==> src/rtl/acg_pkg.sv <==
`timescale 1ns/1ps
// Shared definitions for the fractional audio clock generator.
package acg_pkg;
    // Default width of the X, Y and N settings.
    localparam int unsigned ACG_CFG_W = 8;

    // Output stage state: clock level plus rising-edge strobe.
    typedef struct packed {
        logic level;
        logic rise;
    } acg_clk_t;
endpackage

==> src/rtl/acg_cfg_shadow.sv <==
`timescale 1ns/1ps
// Holds the working copy of X, Y and N.
// Loads from the inputs on every edge while en_i is low and keeps its value while en_i is high.
// Assumes the inputs are stable for at least one edge before enabling.
module acg_cfg_shadow #(
    parameter int unsigned W = 8
) (
    input  logic         clk,
    input  logic         rst_n,
    input  logic         en_i,
    input  logic [W-1:0] x_i,
    input  logic [W-1:0] y_i,
    input  logic [W-1:0] n_i,
    output logic [W-1:0] x_o,
    output logic [W-1:0] y_o,
    output logic [W-1:0] n_o,
    output logic         valid_o
);
    localparam logic [W-1:0] ONE  = {{(W-1){1'b0}}, 1'b1};
    localparam logic [W-1:0] ZERO = '0;

    // Capture the settings while idle; reset to a valid 1/1 ratio.
    always_ff @(posedge clk) begin
        if (!rst_n) begin
            x_o <= ONE;
            y_o <= ONE;
            n_o <= ZERO;
        end else if (!en_i) begin
            x_o <= x_i;
            y_o <= y_i;
            n_o <= n_i;
        end
    end

    // A ratio is usable when both terms are nonzero and X does not exceed Y.
    always_comb begin
        valid_o = (x_o != ZERO) && (y_o != ZERO) && (x_o <= y_o);
    end
endmodule

==> src/rtl/acg_frac_accum.sv <==
`timescale 1ns/1ps
// Phase accumulator that issues ticks at an average rate of X/Y per system cycle.
// Assumes 0 < X <= Y when run_i is high, so the accumulator always stays below Y.
// The tick is combinational and valid in the cycle the sum reaches Y.
module acg_frac_accum #(
    parameter int unsigned W = 8
) (
    input  logic         clk,
    input  logic         rst_n,
    input  logic         run_i,
    input  logic [W-1:0] x_i,
    input  logic [W-1:0] y_i,
    output logic         tick_o
);
    localparam int unsigned SW = W + 1;

    logic [W-1:0]  acc_q;
    logic [SW-1:0] sum;
    logic [SW-1:0] wrapped;
    logic          hit;

    // Form the next phase and test it against the denominator.
    always_comb begin
        sum     = {1'b0, acc_q} + {1'b0, x_i};
        hit     = sum >= {1'b0, y_i};
        wrapped = sum - {1'b0, y_i};
        tick_o  = run_i && hit;
    end

    // Advance the phase; clear it while stopped.
    always_ff @(posedge clk) begin
        if (!rst_n || !run_i) begin
            acc_q <= '0;
        end else if (hit) begin
            acc_q <= wrapped[W-1:0];
        end else begin
            acc_q <= sum[W-1:0];
        end
    end
endmodule

==> src/rtl/acg_clk_toggle.sv <==
`timescale 1ns/1ps
// Divide-by-two stage: flips the main clock on each tick.
// Produces a strobe in the cycle the level rises.
// Assumes ticks arrive only while run_i is high.
module acg_clk_toggle (
    input  logic              clk,
    input  logic              rst_n,
    input  logic              run_i,
    input  logic              tick_i,
    output acg_pkg::acg_clk_t clk_o
);
    // Flip the level on a tick; flag a 0-to-1 change; clear when stopped.
    always_ff @(posedge clk) begin
        if (!rst_n || !run_i) begin
            clk_o <= '0;
        end else begin
            clk_o.rise <= tick_i && !clk_o.level;
            if (tick_i) begin
                clk_o.level <= !clk_o.level;
            end
        end
    end
endmodule

==> src/rtl/acg_bclk_div.sv <==
`timescale 1ns/1ps
// Bit clock divider: counts main clock toggles and flips the bit clock every N+1 of them.
// The bit clock period is therefore N+1 main clock periods.
// Assumes n_i is stable while run_i is high.
module acg_bclk_div #(
    parameter int unsigned W = 8
) (
    input  logic              clk,
    input  logic              rst_n,
    input  logic              run_i,
    input  logic              tick_i,
    input  logic [W-1:0]      n_i,
    output acg_pkg::acg_clk_t clk_o
);
    localparam logic [W-1:0] ONE = {{(W-1){1'b0}}, 1'b1};

    logic [W-1:0] cnt_q;
    logic         wrap;

    // The count has reached the end of a half period.
    always_comb begin
        wrap = tick_i && (cnt_q == n_i);
    end

    // Step the toggle count on each tick, restarting it at N.
    always_ff @(posedge clk) begin
        if (!rst_n || !run_i) begin
            cnt_q <= '0;
        end else if (wrap) begin
            cnt_q <= '0;
        end else if (tick_i) begin
            cnt_q <= cnt_q + ONE;
        end
    end

    // Flip the bit clock at each wrap and mark its rising edge.
    always_ff @(posedge clk) begin
        if (!rst_n || !run_i) begin
            clk_o <= '0;
        end else begin
            clk_o.rise <= wrap && !clk_o.level;
            if (wrap) begin
                clk_o.level <= !clk_o.level;
            end
        end
    end
endmodule

==> src/rtl/acg_top.sv <==
`timescale 1ns/1ps
// Fractional audio clock generator top.
// Main clock = f_clk/2 * X/Y; bit clock = main clock / (N+1).
// Settings are captured while en_i is low. An invalid ratio holds both clocks low and raises cfg_err_o.
module acg_top #(
    parameter int unsigned CFG_W = acg_pkg::ACG_CFG_W
) (
    input  logic             clk,
    input  logic             rst_n,
    input  logic             en_i,
    input  logic [CFG_W-1:0] num_x_i,
    input  logic [CFG_W-1:0] den_y_i,
    input  logic [CFG_W-1:0] div_n_i,
    output logic             mclk_o,
    output logic             bclk_o,
    output logic             mclk_stb_o,
    output logic             bclk_stb_o,
    output logic             cfg_err_o
);
    logic [CFG_W-1:0]  x_s;
    logic [CFG_W-1:0]  y_s;
    logic [CFG_W-1:0]  n_s;
    logic              cfg_ok;
    logic              run;
    logic              tick;
    acg_pkg::acg_clk_t m_st;
    acg_pkg::acg_clk_t b_st;

    acg_cfg_shadow #(.W(CFG_W)) u_cfg (
        .clk     (clk),
        .rst_n   (rst_n),
        .en_i    (en_i),
        .x_i     (num_x_i),
        .y_i     (den_y_i),
        .n_i     (div_n_i),
        .x_o     (x_s),
        .y_o     (y_s),
        .n_o     (n_s),
        .valid_o (cfg_ok)
    );

    // Run only when enabled with a usable ratio.
    always_comb begin
        run = en_i && cfg_ok;
    end

    acg_frac_accum #(.W(CFG_W)) u_acc (
        .clk    (clk),
        .rst_n  (rst_n),
        .run_i  (run),
        .x_i    (x_s),
        .y_i    (y_s),
        .tick_o (tick)
    );

    acg_clk_toggle u_mclk (
        .clk    (clk),
        .rst_n  (rst_n),
        .run_i  (run),
        .tick_i (tick),
        .clk_o  (m_st)
    );

    acg_bclk_div #(.W(CFG_W)) u_bclk (
        .clk    (clk),
        .rst_n  (rst_n),
        .run_i  (run),
        .tick_i (tick),
        .n_i    (n_s),
        .clk_o  (b_st)
    );

    // Drive the outputs from the stage registers.
    always_comb begin
        mclk_o     = m_st.level;
        mclk_stb_o = m_st.rise;
        bclk_o     = b_st.level;
        bclk_stb_o = b_st.rise;
        cfg_err_o  = !cfg_ok;
    end
endmodule

==> config.mk <==
export PLATFORM = sky130hd
export DESIGN_NAME = acg_top
export DESIGN_NICKNAME = d
export VERILOG_FILES = /design/src/rtl/acg_pkg.sv /design/src/rtl/acg_cfg_shadow.sv /design/src/rtl/acg_frac_accum.sv /design/src/rtl/acg_clk_toggle.sv /design/src/rtl/acg_bclk_div.sv /design/src/rtl/acg_top.sv
export SDC_FILE = /design/constraint.sdc
export NUM_CORES = 1
export LEC_CHECK = 0
export ABC_CLOCK_PERIOD_IN_PS = 3400
export BUFFER_PORTS_ARGS = -buffer_cell sky130_fd_sc_hd__clkbuf_2
export CAP_MARGIN = 10
export CORE_ASPECT_RATIO = 1.4
export CORE_MARGIN = 8
export CORE_UTILIZATION = 30
export DETAILED_ROUTE_END_ITERATION = 7
export GPL_TIMING_DRIVEN = 0
export PLACE_DENSITY = 0.56
export SLEW_MARGIN = 20
export SYNTH_ARGS = -nofsm -noshare
export SYNTH_HDL_FRONTEND = slang
export SYNTH_SLANG_ARGS = --single-unit
==> constraint.sdc <==
create_clock -name clk -period 3.4 [get_ports clk]
set_input_delay 0.68 -clock clk [delete_from_list [all_inputs] [get_ports clk]]
set_output_delay 0.68 -clock clk [all_outputs]
set_load 0.05 [all_outputs]
==> flow_summary.ini, run 1 <==
[detailed_routing]
drt_pre_antenna_iters = 5
viasPerCell = 5.512
drc = 0
drt_iter0_drc = 265
ant_nets = 0
routed_wl_um = 7807
wl_per_cell_um = 16.58
vias = 2596

[synth]
synth_fp_nets = 372
syn_inst = 318
synth_area_per_cell_um2 = 9.195
synth_sequential_area_ratio_pct = 30.12
synth_flop_cell = dfxtp_1
yosysTopAreaCellShare_pct = 30.12
yosysTopAreaCell = dfxtp_1
synth-seq-cells = 44
synth_edf_count = 0
synth_area_leaders = dfxtp_1, ha_1, mux2i_1
synth-async-reset-ratio_pct = 0
yosysUniqueCellTypes = 59
yosysWarnings = 0
netlist_area_um2 = 2924

[place]
gp_congestion = 0.8932
portBuffers = 30
place_ws_ns = -0.1346
dpl.hpwl_um = 6034

[final_layout]
diodes = 0
drive_above_1_share_pct = 20.22
layout.nets = 414
fillers = 992
area_delta_synth_final_pct = 18.78

[sta]
finClkSkew_ns = 0.006112
tightest_slew_ns = 0.6918
hold_viol = 0
slew-limit-headroom_pct = 53.46
final.setup.tns_ns = 0
slew_violations = 0
fmax_mhz = 312.3
fin_crit_sh_pct = 94.17
setup_viol = 0
setup_ws_ns = 0.1981
rsz0062_at_grt = no
timing.final.crit_period_ns = 3.202

[cts]
cts_sinks = 44
clk_latency_ns = 0.29
clockBufferDepth = 2
htree_levels = 2
cts_tree = done
root_buffer = clkbuf_16
clk_pin_slew_worst_paths_ns = 0.07
cts-buffers-inserted = 5

[power]
switching_share_pct = 37.76
irDropWorstVdd_v = 0.0002493
pwr-share-clk_pct = 27.2
power_w = 0.002075
combPwrFrac_pct = 44.7
power.static_leakage_nw = 1.498
p_int_w = 0.001291
powerDensity_nw_per_um2 = 597.3
p_seq_share_pct = 28.1
power.switching_w = 0.0007835

[worst_setup_path]
worstPathArrival_ns = 3.39
path_cells = ha_1 > fa_2 > a21o_1 > a21oi_1 > xnor2_1 > ha_2 > a211oi_2 > nor2_1 > o31ai_2 > buf_4 > buf_4 > a21oi_1 > o32ai_1
worstSetupPathType = reg -> reg
worstPathMaxFanout = 10
cp-start-kind = flip-flop
cpLargestDelayFamily = compound AO/OA/AOI/OAI gates
worstPathRequired_ns = 3.58
cp_num_buf_inv = 2
cp-end-kind = flip-flop
cp_slowest_cell = fa_2
critPathMaxStageDelay_ns = 0.40

[floorplanning]
core_area_um2 = 9459
rows = 42
die_h_um = 132.8
num_io_pins = 32
die_area_um2 = 13210
initial_utilization_pct = 30.91
die_w_um = 99.44

[global_route]
grt_pass1_wl_um = 12730
grt_use_total_pct = 12.04
gr-total-overflow = 0
first_global_vias = 2605
grt_max_degree = 16
antenna_found_initial = 0

[flow_run]
drv_cap = 0

[min_path]
worstHoldPathType = reg -> reg

[run_status]
status = complete, no violations
[cell type report]
| class | count | area (um2) | area share [%] |
|---|---|---|---|
| multi-input cells | 244 | 1952 | 56.20 |
| flip-flops and latches | 44 | 880.8 | 25.36 |
| repair buffers | 35 | 187.7 | 5.403 |
| well taps | 110 | 137.6 | 3.963 |
| clock buffers | 5 | 125.1 | 3.602 |
| plain buffers | 13 | 78.83 | 2.269 |
| inverters | 17 | 63.81 | 1.837 |
| clock inverters | 3 | 47.55 | 1.369 |
[synthesized netlist by cell type (all sizes together) (5+ instances only)]
cell type / n
a21oi: 22
a22oi: 5
buf: 9
dfxtp: 44
ha: 25
inv: 17
mux2i: 26
nand2: 10
nand2b: 5
nand3: 15
nand4: 11
nor2: 5
nor2b: 26
nor3: 9
nor4: 6
o211ai: 6
o21ai: 9
o32ai: 5
xor2: 11
[sequential cells by signal (all words and copies together) (netlist names)]
register      cells
u_bclk.cnt_q      8
u_bclk.clk_o      2
u_cfg.n_o         8
u_acc.acc_q       8
u_cfg.x_o         8
u_cfg.y_o         8
u_mclk.clk_o      2
[through the flow]
step	cells	cell area, um2	hold WS [ns]	util [%]
2_1_floorplan	318	2924	0.4797	-
3_3_place_gp	458	3212	0.4705	33.96
3_5_place_dp	458	3212	0.4754	33.96
4_1_cts	466	3391	0.4787	35.85
5_1_grt	471	3473	0.4960	36.72
6_report	471	3473	0.4793	36.72
[metal layers]
layer | vias up | GRT usage (%) | part of all wire, %
li1 | 1271 | - | -
met1 | 1231 | 12.53 | 41
met2 | 76 | 22.95 | 54
met3 | 18 | 1.995 | 3.0
met4 | 0 | 4.730 | 2.4
met5 | - | 0 | 0
[cells by family (layout without fill, tap and decap cells)]
family	Yosys count	count (layout)	share of synthesized area, %
XOR/XNOR	14	14	4.193
flip-flops	44	44	30.12
AO/OA/AOI/OAI	76	76	19.47
buffers and inverters	30	73	4.706
multiplexers	27	27	9.285
AND/OR/NAND/NOR	100	100	20.15
adder cells (fa/ha/maj)	27	27	12.07
[repair_timing]
action | in CTS | in global routing
gates resized for setup | 3 | 10
cloned | 0 | 0
hold buffers | 0 | 0
endpoints found under the setup margin | 15 | 18
pin swaps | 0 | 4
buffers inserted | 0 | 5
[placed cells by master, fill, tap and decap left out, types with 6 or more instances in the layout]
cell / Yosys / layout
dfxtp_1: 44 / 44
buf_4: 3 / 9
clkbuf_2: 0 / 30
nor2b_1: 26 / 26
nand4_1: 11 / 11
inv_1: 17 / 17
nand3_1: 13 / 13
mux2i_1: 26 / 26
a21oi_1: 21 / 20
ha_1: 25 / 23
nand2_1: 10 / 10
xor2_1: 11 / 11
o21ai_0: 6 / 6
nor3_1: 9 / 9
[power groups by stage]
stage | Combinational (W) | Sequential [W] | Clock, W
floorplan | 0.000620 | 0.000602 | 0
global placement | 0.000809 | 0.000595 | 0
detailed placement | 0.000829 | 0.000596 | 0
CTS | 0.000843 | 0.000584 | 0.000582
global route | 0.00101 | 0.000588 | 0.000598
finish | 0.000928 | 0.000584 | 0.000563
[path summary, 6_finish.rpt]
kind,start,cells past startpoint,endpoint,slack [ns]
worst min-delay path,u_mclk.clk_o[1]$_SDFFE_PP0P_,1,u_mclk.clk_o[0]$_SDFF_PP0_,0.48
worst max register to register,u_cfg.x_o[0]$_SDFFE_PN1N_,13,u_bclk.cnt_q[2]$_SDFFE_PP0P_,0.20
worst min register to register,u_mclk.clk_o[1]$_SDFFE_PP0P_,1,u_mclk.clk_o[0]$_SDFF_PP0_,0.48
worst max-delay path,u_cfg.x_o[0]$_SDFFE_PN1N_,13,u_bclk.cnt_q[2]$_SDFFE_PP0P_,0.20
Power figures use the tool's default switching activity.
==> run 2: changes to the inputs <==
--- a/config.mk
+++ b/config.mk
@@ -5,6 +5,7 @@
 export SDC_FILE = /design/constraint.sdc
 export NUM_CORES = 1
 export LEC_CHECK = 0
+export ABC_AREA = 1
 export ABC_CLOCK_PERIOD_IN_PS = 3400
 export BUFFER_PORTS_ARGS = -buffer_cell sky130_fd_sc_hd__clkbuf_2
 export CAP_MARGIN = 10
@@ -13,7 +14,7 @@
 export CORE_UTILIZATION = 30
 export DETAILED_ROUTE_END_ITERATION = 7
 export GPL_TIMING_DRIVEN = 0
-export PLACE_DENSITY = 0.56
+export PLACE_DENSITY = 0.57
 export SLEW_MARGIN = 20
 export SYNTH_ARGS = -nofsm -noshare
 export SYNTH_HDL_FRONTEND = slang
==> flow_summary.ini, run 2 <==
[run_status]
status = complete, no violations

[floorplanning]
die_area_um2 = 12660
initial_utilization_pct = 30.83
num_io_pins = 32
rows = 41
die_h_um = 130.0
die_w_um = 97.42
core_area_um2 = 9029

[cts]
clk_pin_slew_worst_paths_ns = 0.06
root_buffer = clkbuf_16
clockBufferDepth = 2
post_cts_buffers = 0
post_cts_resize_count = 0
clk_latency_ns = 0.29
cts-buffers-inserted = 5
htree_levels = 2
cts_tree = done
cts_sinks = 44
hold_buffers = 0

[power]
power.static_leakage_nw = 1.504
pwr-share-clk_pct = 30.9
switching_share_pct = 36.39
powerDensity_nw_per_um2 = 559.5
combPwrFrac_pct = 37.1
power.switching_w = 0.0006595
p_seq_share_pct = 32.0
irDropWorstVdd_v = 0.0003411
p_int_w = 0.001153

[place]
placed_cell_area_um2 = 3068
place_ws_ns = 0.4859
dpl.hpwl_um = 5324
gp_congestion = 0.8291
portBuffers = 30

[detailed_routing]
drc = 0
ant_nets = 0
top_layer_used = met4
dr_wl_met3_um = 203
wl_met1_um = 2846
vias = 2384
viasPerCell = 4.602
wl_per_cell_um = 12.73
drt_pre_antenna_iters = 4
drt_iter0_drc = 101
routed_wl_um = 6595
dr_wl_met2_um = 3415

[final_layout]
final_common_cell = nor2_1
diodes = 0
fillers = 964
mostFrequentLayoutCells = nor2_1, nand2_1, dfxtp_1
fin_area_um2 = 3239
area_delta_synth_final_pct = 16.36
layout.nets = 464
drive_above_1_share_pct = 18.98

[worst_setup_path]
cp-start-kind = flip-flop
cp-end-kind = flip-flop
worstPathMaxFanout = 8
worstPathArrival_ns = 3.08
worstPathRequired_ns = 3.57
worstSetupPathType = reg -> reg

[synth]
synth_area_leaders = dfxtp_1, ha_1, nor2_1
synth_most_common_cell = nor2_1
yosysWarnings = 0
yosysTopAreaCell = dfxtp_1
syn_inst = 373
yosysTopAreaCellShare_pct = 31.64
netlist_area_um2 = 2784
synth_flop_cell = dfxtp_1
synth_sequential_area_ratio_pct = 31.64
synth_area_per_cell_um2 = 7.464
ys_top_cells_by_count = nor2_1, nand2_1, dfxtp_1, inv_1, o21ai_0
synth_fp_nets = 427
yosysUniqueCellTypes = 34
synth-async-reset-ratio_pct = 0
synth-seq-cells = 44
synth_edf_count = 0

[global_route]
first_global_vias = 2385
gr-total-overflow = 0
antenna_found_initial = 0
grt_pass1_wl_um = 11060
grt_max_degree = 16
grt_use_total_pct = 10.72

[sta]
finClkSkew_ns = 0.006425
hold_viol = 0
tightest_slew_ns = 0.4731
rsz0062_at_grt = no
setup_ws_ns = 0.4907
fmax_mhz = 343.7
fin_crit_sh_pct = 85.57
timing.final.crit_period_ns = 2.909
slew_violations = 0
holdWs_ns = 0.4973
slew-limit-headroom_pct = 68.46
final.setup.tns_ns = 0
setup_viol = 0

[min_path]
worstHoldPathType = reg -> reg

[flow_run]
drv_cap = 0
## run 2: final cells by class
type,instances,area [um2],share of cell area (%)
multi-input cells,274,1672,51.60
flip-flops and latches,44,880.8,27.19
inverters,45,168.9,5.214
repair buffers,30,150.1,4.635
well taps,107,133.9,4.133
clock buffers,5,125.1,3.862
plain buffers,10,62.56,1.931
clock inverters,3,46.29,1.429
## run 2: cells by family (layout without fill, tap and decap cells)
group	count (synthesis)	count (layout)	share of synthesized area (%)
and+or+nand+nor	163	163	28.22
AOI/OAI and AO/OA	59	59	11.28
buffers and inverters	55	93	8.315
DFF	44	44	31.64
adders and majority gates	27	27	12.67
xor gates and xnor gates	25	25	7.865
## run 2: stage by stage
stage	util, %	std cells	total power [W]
final	35.88	518	0.001812
after global routing	35.88	518	0.001940
after CTS	35.88	518	0.001833
after detailed placement	33.98	510	0.001266
after global placement	33.98	510	0.001255
after floorplan	-	373	0.001120
## run 2: path summary, 6_finish.rpt
kind | start | end | slack, ns | cells past startpoint
worst max-delay path | u_cfg.x_o[2]$_SDFFE_PN0N_ | u_bclk.cnt_q[2]$_SDFFE_PP0P_ | 0.49 | 18
worst min register to register | u_bclk.clk_o[1]$_SDFFE_PP0P_ | u_bclk.clk_o[1]$_SDFFE_PP0P_ | 0.50 | 2
worst min-delay path | u_bclk.clk_o[1]$_SDFFE_PP0P_ | u_bclk.clk_o[1]$_SDFFE_PP0P_ | 0.50 | 2
worst max register to register | u_cfg.x_o[2]$_SDFFE_PN0N_ | u_bclk.cnt_q[2]$_SDFFE_PP0P_ | 0.49 | 18
## run 2: power by group through the flow
stage	Clock (W)	Combinational, W	Sequential, W
floorplan	0	0.000532	0.000588
global placement	0	0.000664	0.000591
detailed placement	0	0.000675	0.000591
CTS	0.000575	0.000678	0.000580
global route	0.000598	0.000759	0.000583
finish	0.000560	0.000672	0.000579
## run 2: critical path, stage by stage, from the launching register on
cell	delay, ns
dfxtp_1	0.40
ha_1	0.32
a21oi_1	0.15
nand2_1	0.13
a21oi_1	0.17
xor2_1	0.16
inv_1	0.07
ha_1	0.34
nand2_1	0.09
nor2_1	0.15
nand2_1	0.08
nand2_2	0.08
nand2_2	0.06
inv_2	0.07
nor2_4	0.05
nor2_4	0.13
nand2_1	0.11
nand2_2	0.17
nor2_1	0.07
## run 2: per-layer routing
layer	vias to the layer above	global-route usage, %
li1	1271	-
met1	1072	11.41
met2	32	19.91
met3	9	2.274
met4	0	4.651
met5	-	0
==> run 3: changes to the inputs <==
--- a/config.mk
+++ b/config.mk
@@ -9,7 +9,7 @@
 export ABC_CLOCK_PERIOD_IN_PS = 3400
 export BUFFER_PORTS_ARGS = -buffer_cell sky130_fd_sc_hd__clkbuf_2
 export CAP_MARGIN = 10
-export CORE_ASPECT_RATIO = 1.4
+export CORE_ASPECT_RATIO = 1.75
 export CORE_MARGIN = 8
 export CORE_UTILIZATION = 30
 export DETAILED_ROUTE_END_ITERATION = 7
==> flow_summary.ini, run 3 (synthesis results as in run 2) <==
[sta]
fmax_mhz = 326.1
fin_crit_sh_pct = 90.18
slew_violations = 0
tightest_slew_ns = 0.4550
rsz0062_at_grt = no
finClkSkew_ns = 0.006982
hold_viol = 0
timing.final.crit_period_ns = 3.066
slew-limit-headroom_pct = 69.67
setup_viol = 0
setup_ws_ns = 0.3337
final.setup.tns_ns = 0

[power]
powerDensity_nw_per_um2 = 561.2
power.switching_w = 0.0006741
p_int_w = 0.001153
p_seq_share_pct = 31.7
combPwrFrac_pct = 37.2
irDropWorstVdd_v = 0.0002175
power.static_leakage_nw = 1.504
switching_share_pct = 36.90
pwr-share-clk_pct = 31.1

[worst_setup_path]
cp-start-kind = flip-flop
worstPathRequired_ns = 3.62
cp_num_buf_inv = 2
worstPathArrival_ns = 3.29
r2r_slack_ns = 0.33
worstSetupPathType = reg -> reg
path_cells = ha_1 > a21oi_1 > nand2_1 > a21oi_1 > xor2_1 > inv_1 > ha_1 > nand2_1 > nor2_1 > nand2_1 > nand2_2 > nand2_2 > nand3_1 > buf_2 > o21ai_0 > a21oi_1
worstPathMaxFanout = 10
cp_slowest_cell = dfxtp_1
critPathMaxStageDelay_ns = 0.39
cpLargestDelayFamily = simple AND/OR/NAND/NOR gates
cp-end-kind = flip-flop

[detailed_routing]
vias = 2421
drt_iter0_drc = 86
drc = 0
ant_nets = 0
viasPerCell = 4.559
wl_per_cell_um = 12.95
drt_pre_antenna_iters = 4
routed_wl_um = 6877

[final_layout]
final_common_cell = nor2_1
area_delta_synth_final_pct = 16.94
fin_area_um2 = 3256
diodes = 0
multi_input_area_um2 = 1672
drive_above_1_share_pct = 18.98
fillers = 1001
fin_cells = 531
mostFrequentLayoutCells = nor2_1, nand2_1, dfxtp_1
regArea_um2 = 880.8
layout.nets = 464
fin_util_pct = 36.03

[floorplanning]
rows = 46
num_io_pins = 32
die_area_um2 = 12740
initial_utilization_pct = 30.81
die_h_um = 143.4
die_w_um = 88.82
core_area_um2 = 9036

[cts]
clk_latency_ns = 0.29
clockBufferDepth = 2
post_cts_resize_count = 0
root_buffer = clkbuf_16
cts-buffers-inserted = 5
cts_tree = done
post_cts_buffers = 0
clk_pin_slew_worst_paths_ns = 0.07
cts_sinks = 44
htree_levels = 2
hold_buffers = 0

[global_route]
grt_pass1_wl_um = 11470
grt_max_degree = 16
antenna_found_initial = 0
first_global_vias = 2445
grt_use_total_pct = 11.93
gr-total-overflow = 0

[place]
place_ws_ns = 0.3445
dp_cells = 523
placed_cell_area_um2 = 3084
dpl.hpwl_um = 5668
gp_congestion = 0.7856
portBuffers = 30

[run_status]
status = complete, no violations

[min_path]
worstHoldPathType = reg -> reg

[flow_run]
drv_cap = 0
run 3: cell counts in the layout (fill, tap and decap cells not counted):
No cell type changed its count.
run 3: cell type report:
class                      count  area share [%]
multi-input combinational    274           51.35
sequential                    44           27.06
inverter                      45           5.188
timing repair buffer          30           4.612
tap                          120           4.612
clock buffer                   5           3.843
buffer                        10           1.922
clock inverter                 3           1.422
run 3: power groups by stage:
stage | logic (W) | registers, W | clock network, W
CTS | 0.000686 | 0.000580 | 0.000583
floorplan | 0.000532 | 0.000588 | 0
global route | 0.000764 | 0.000583 | 0.000599
global placement | 0.000671 | 0.000591 | 0
finish | 0.000679 | 0.000579 | 0.000569
detailed placement | 0.000684 | 0.000591 | 0
run 3: per-layer routing:
metal | track usage, % | vias up | part of all wire [%]
met5 | 0 | - | 0
met4 | 6.726 | 0 | 3.0
met3 | 1.773 | 11 | 2.4
met2 | 23.94 | 25 | 59
met1 | 10.44 | 1112 | 36
li1 | - | 1273 | -
run 3: per-stage QoR:
stage,power [W],hold WS (ns)
4_1_cts,0.001849,0.5014
6_report,0.001827,0.4941
3_5_place_dp,0.001275,0.4915
5_1_grt,0.001946,0.5281
3_3_place_gp,0.001262,0.4748
2_1_floorplan,0.001120,0.4550
run 3: worst paths after layout:
check | from | end | cells after the start
setup / recovery | u_cfg.x_o[2]$_SDFFE_PN0N_ | u_acc.acc_q[6]$_SDFF_PP0_ | 16
hold / removal | u_bclk.clk_o[1]$_SDFFE_PP0P_ | u_bclk.clk_o[1]$_SDFFE_PP0P_ | 2
setup reg to reg | u_cfg.x_o[2]$_SDFFE_PN0N_ | u_acc.acc_q[6]$_SDFF_PP0_ | 16
hold reg to reg | u_bclk.clk_o[1]$_SDFFE_PP0P_ | u_bclk.clk_o[1]$_SDFFE_PP0P_ | 2
run 3: worst min-delay path, cell delays in order (launching register included):
cell and delay [ns]:
dfxtp_1 0.32, nand3_1 0.08, nand2_1 0.04
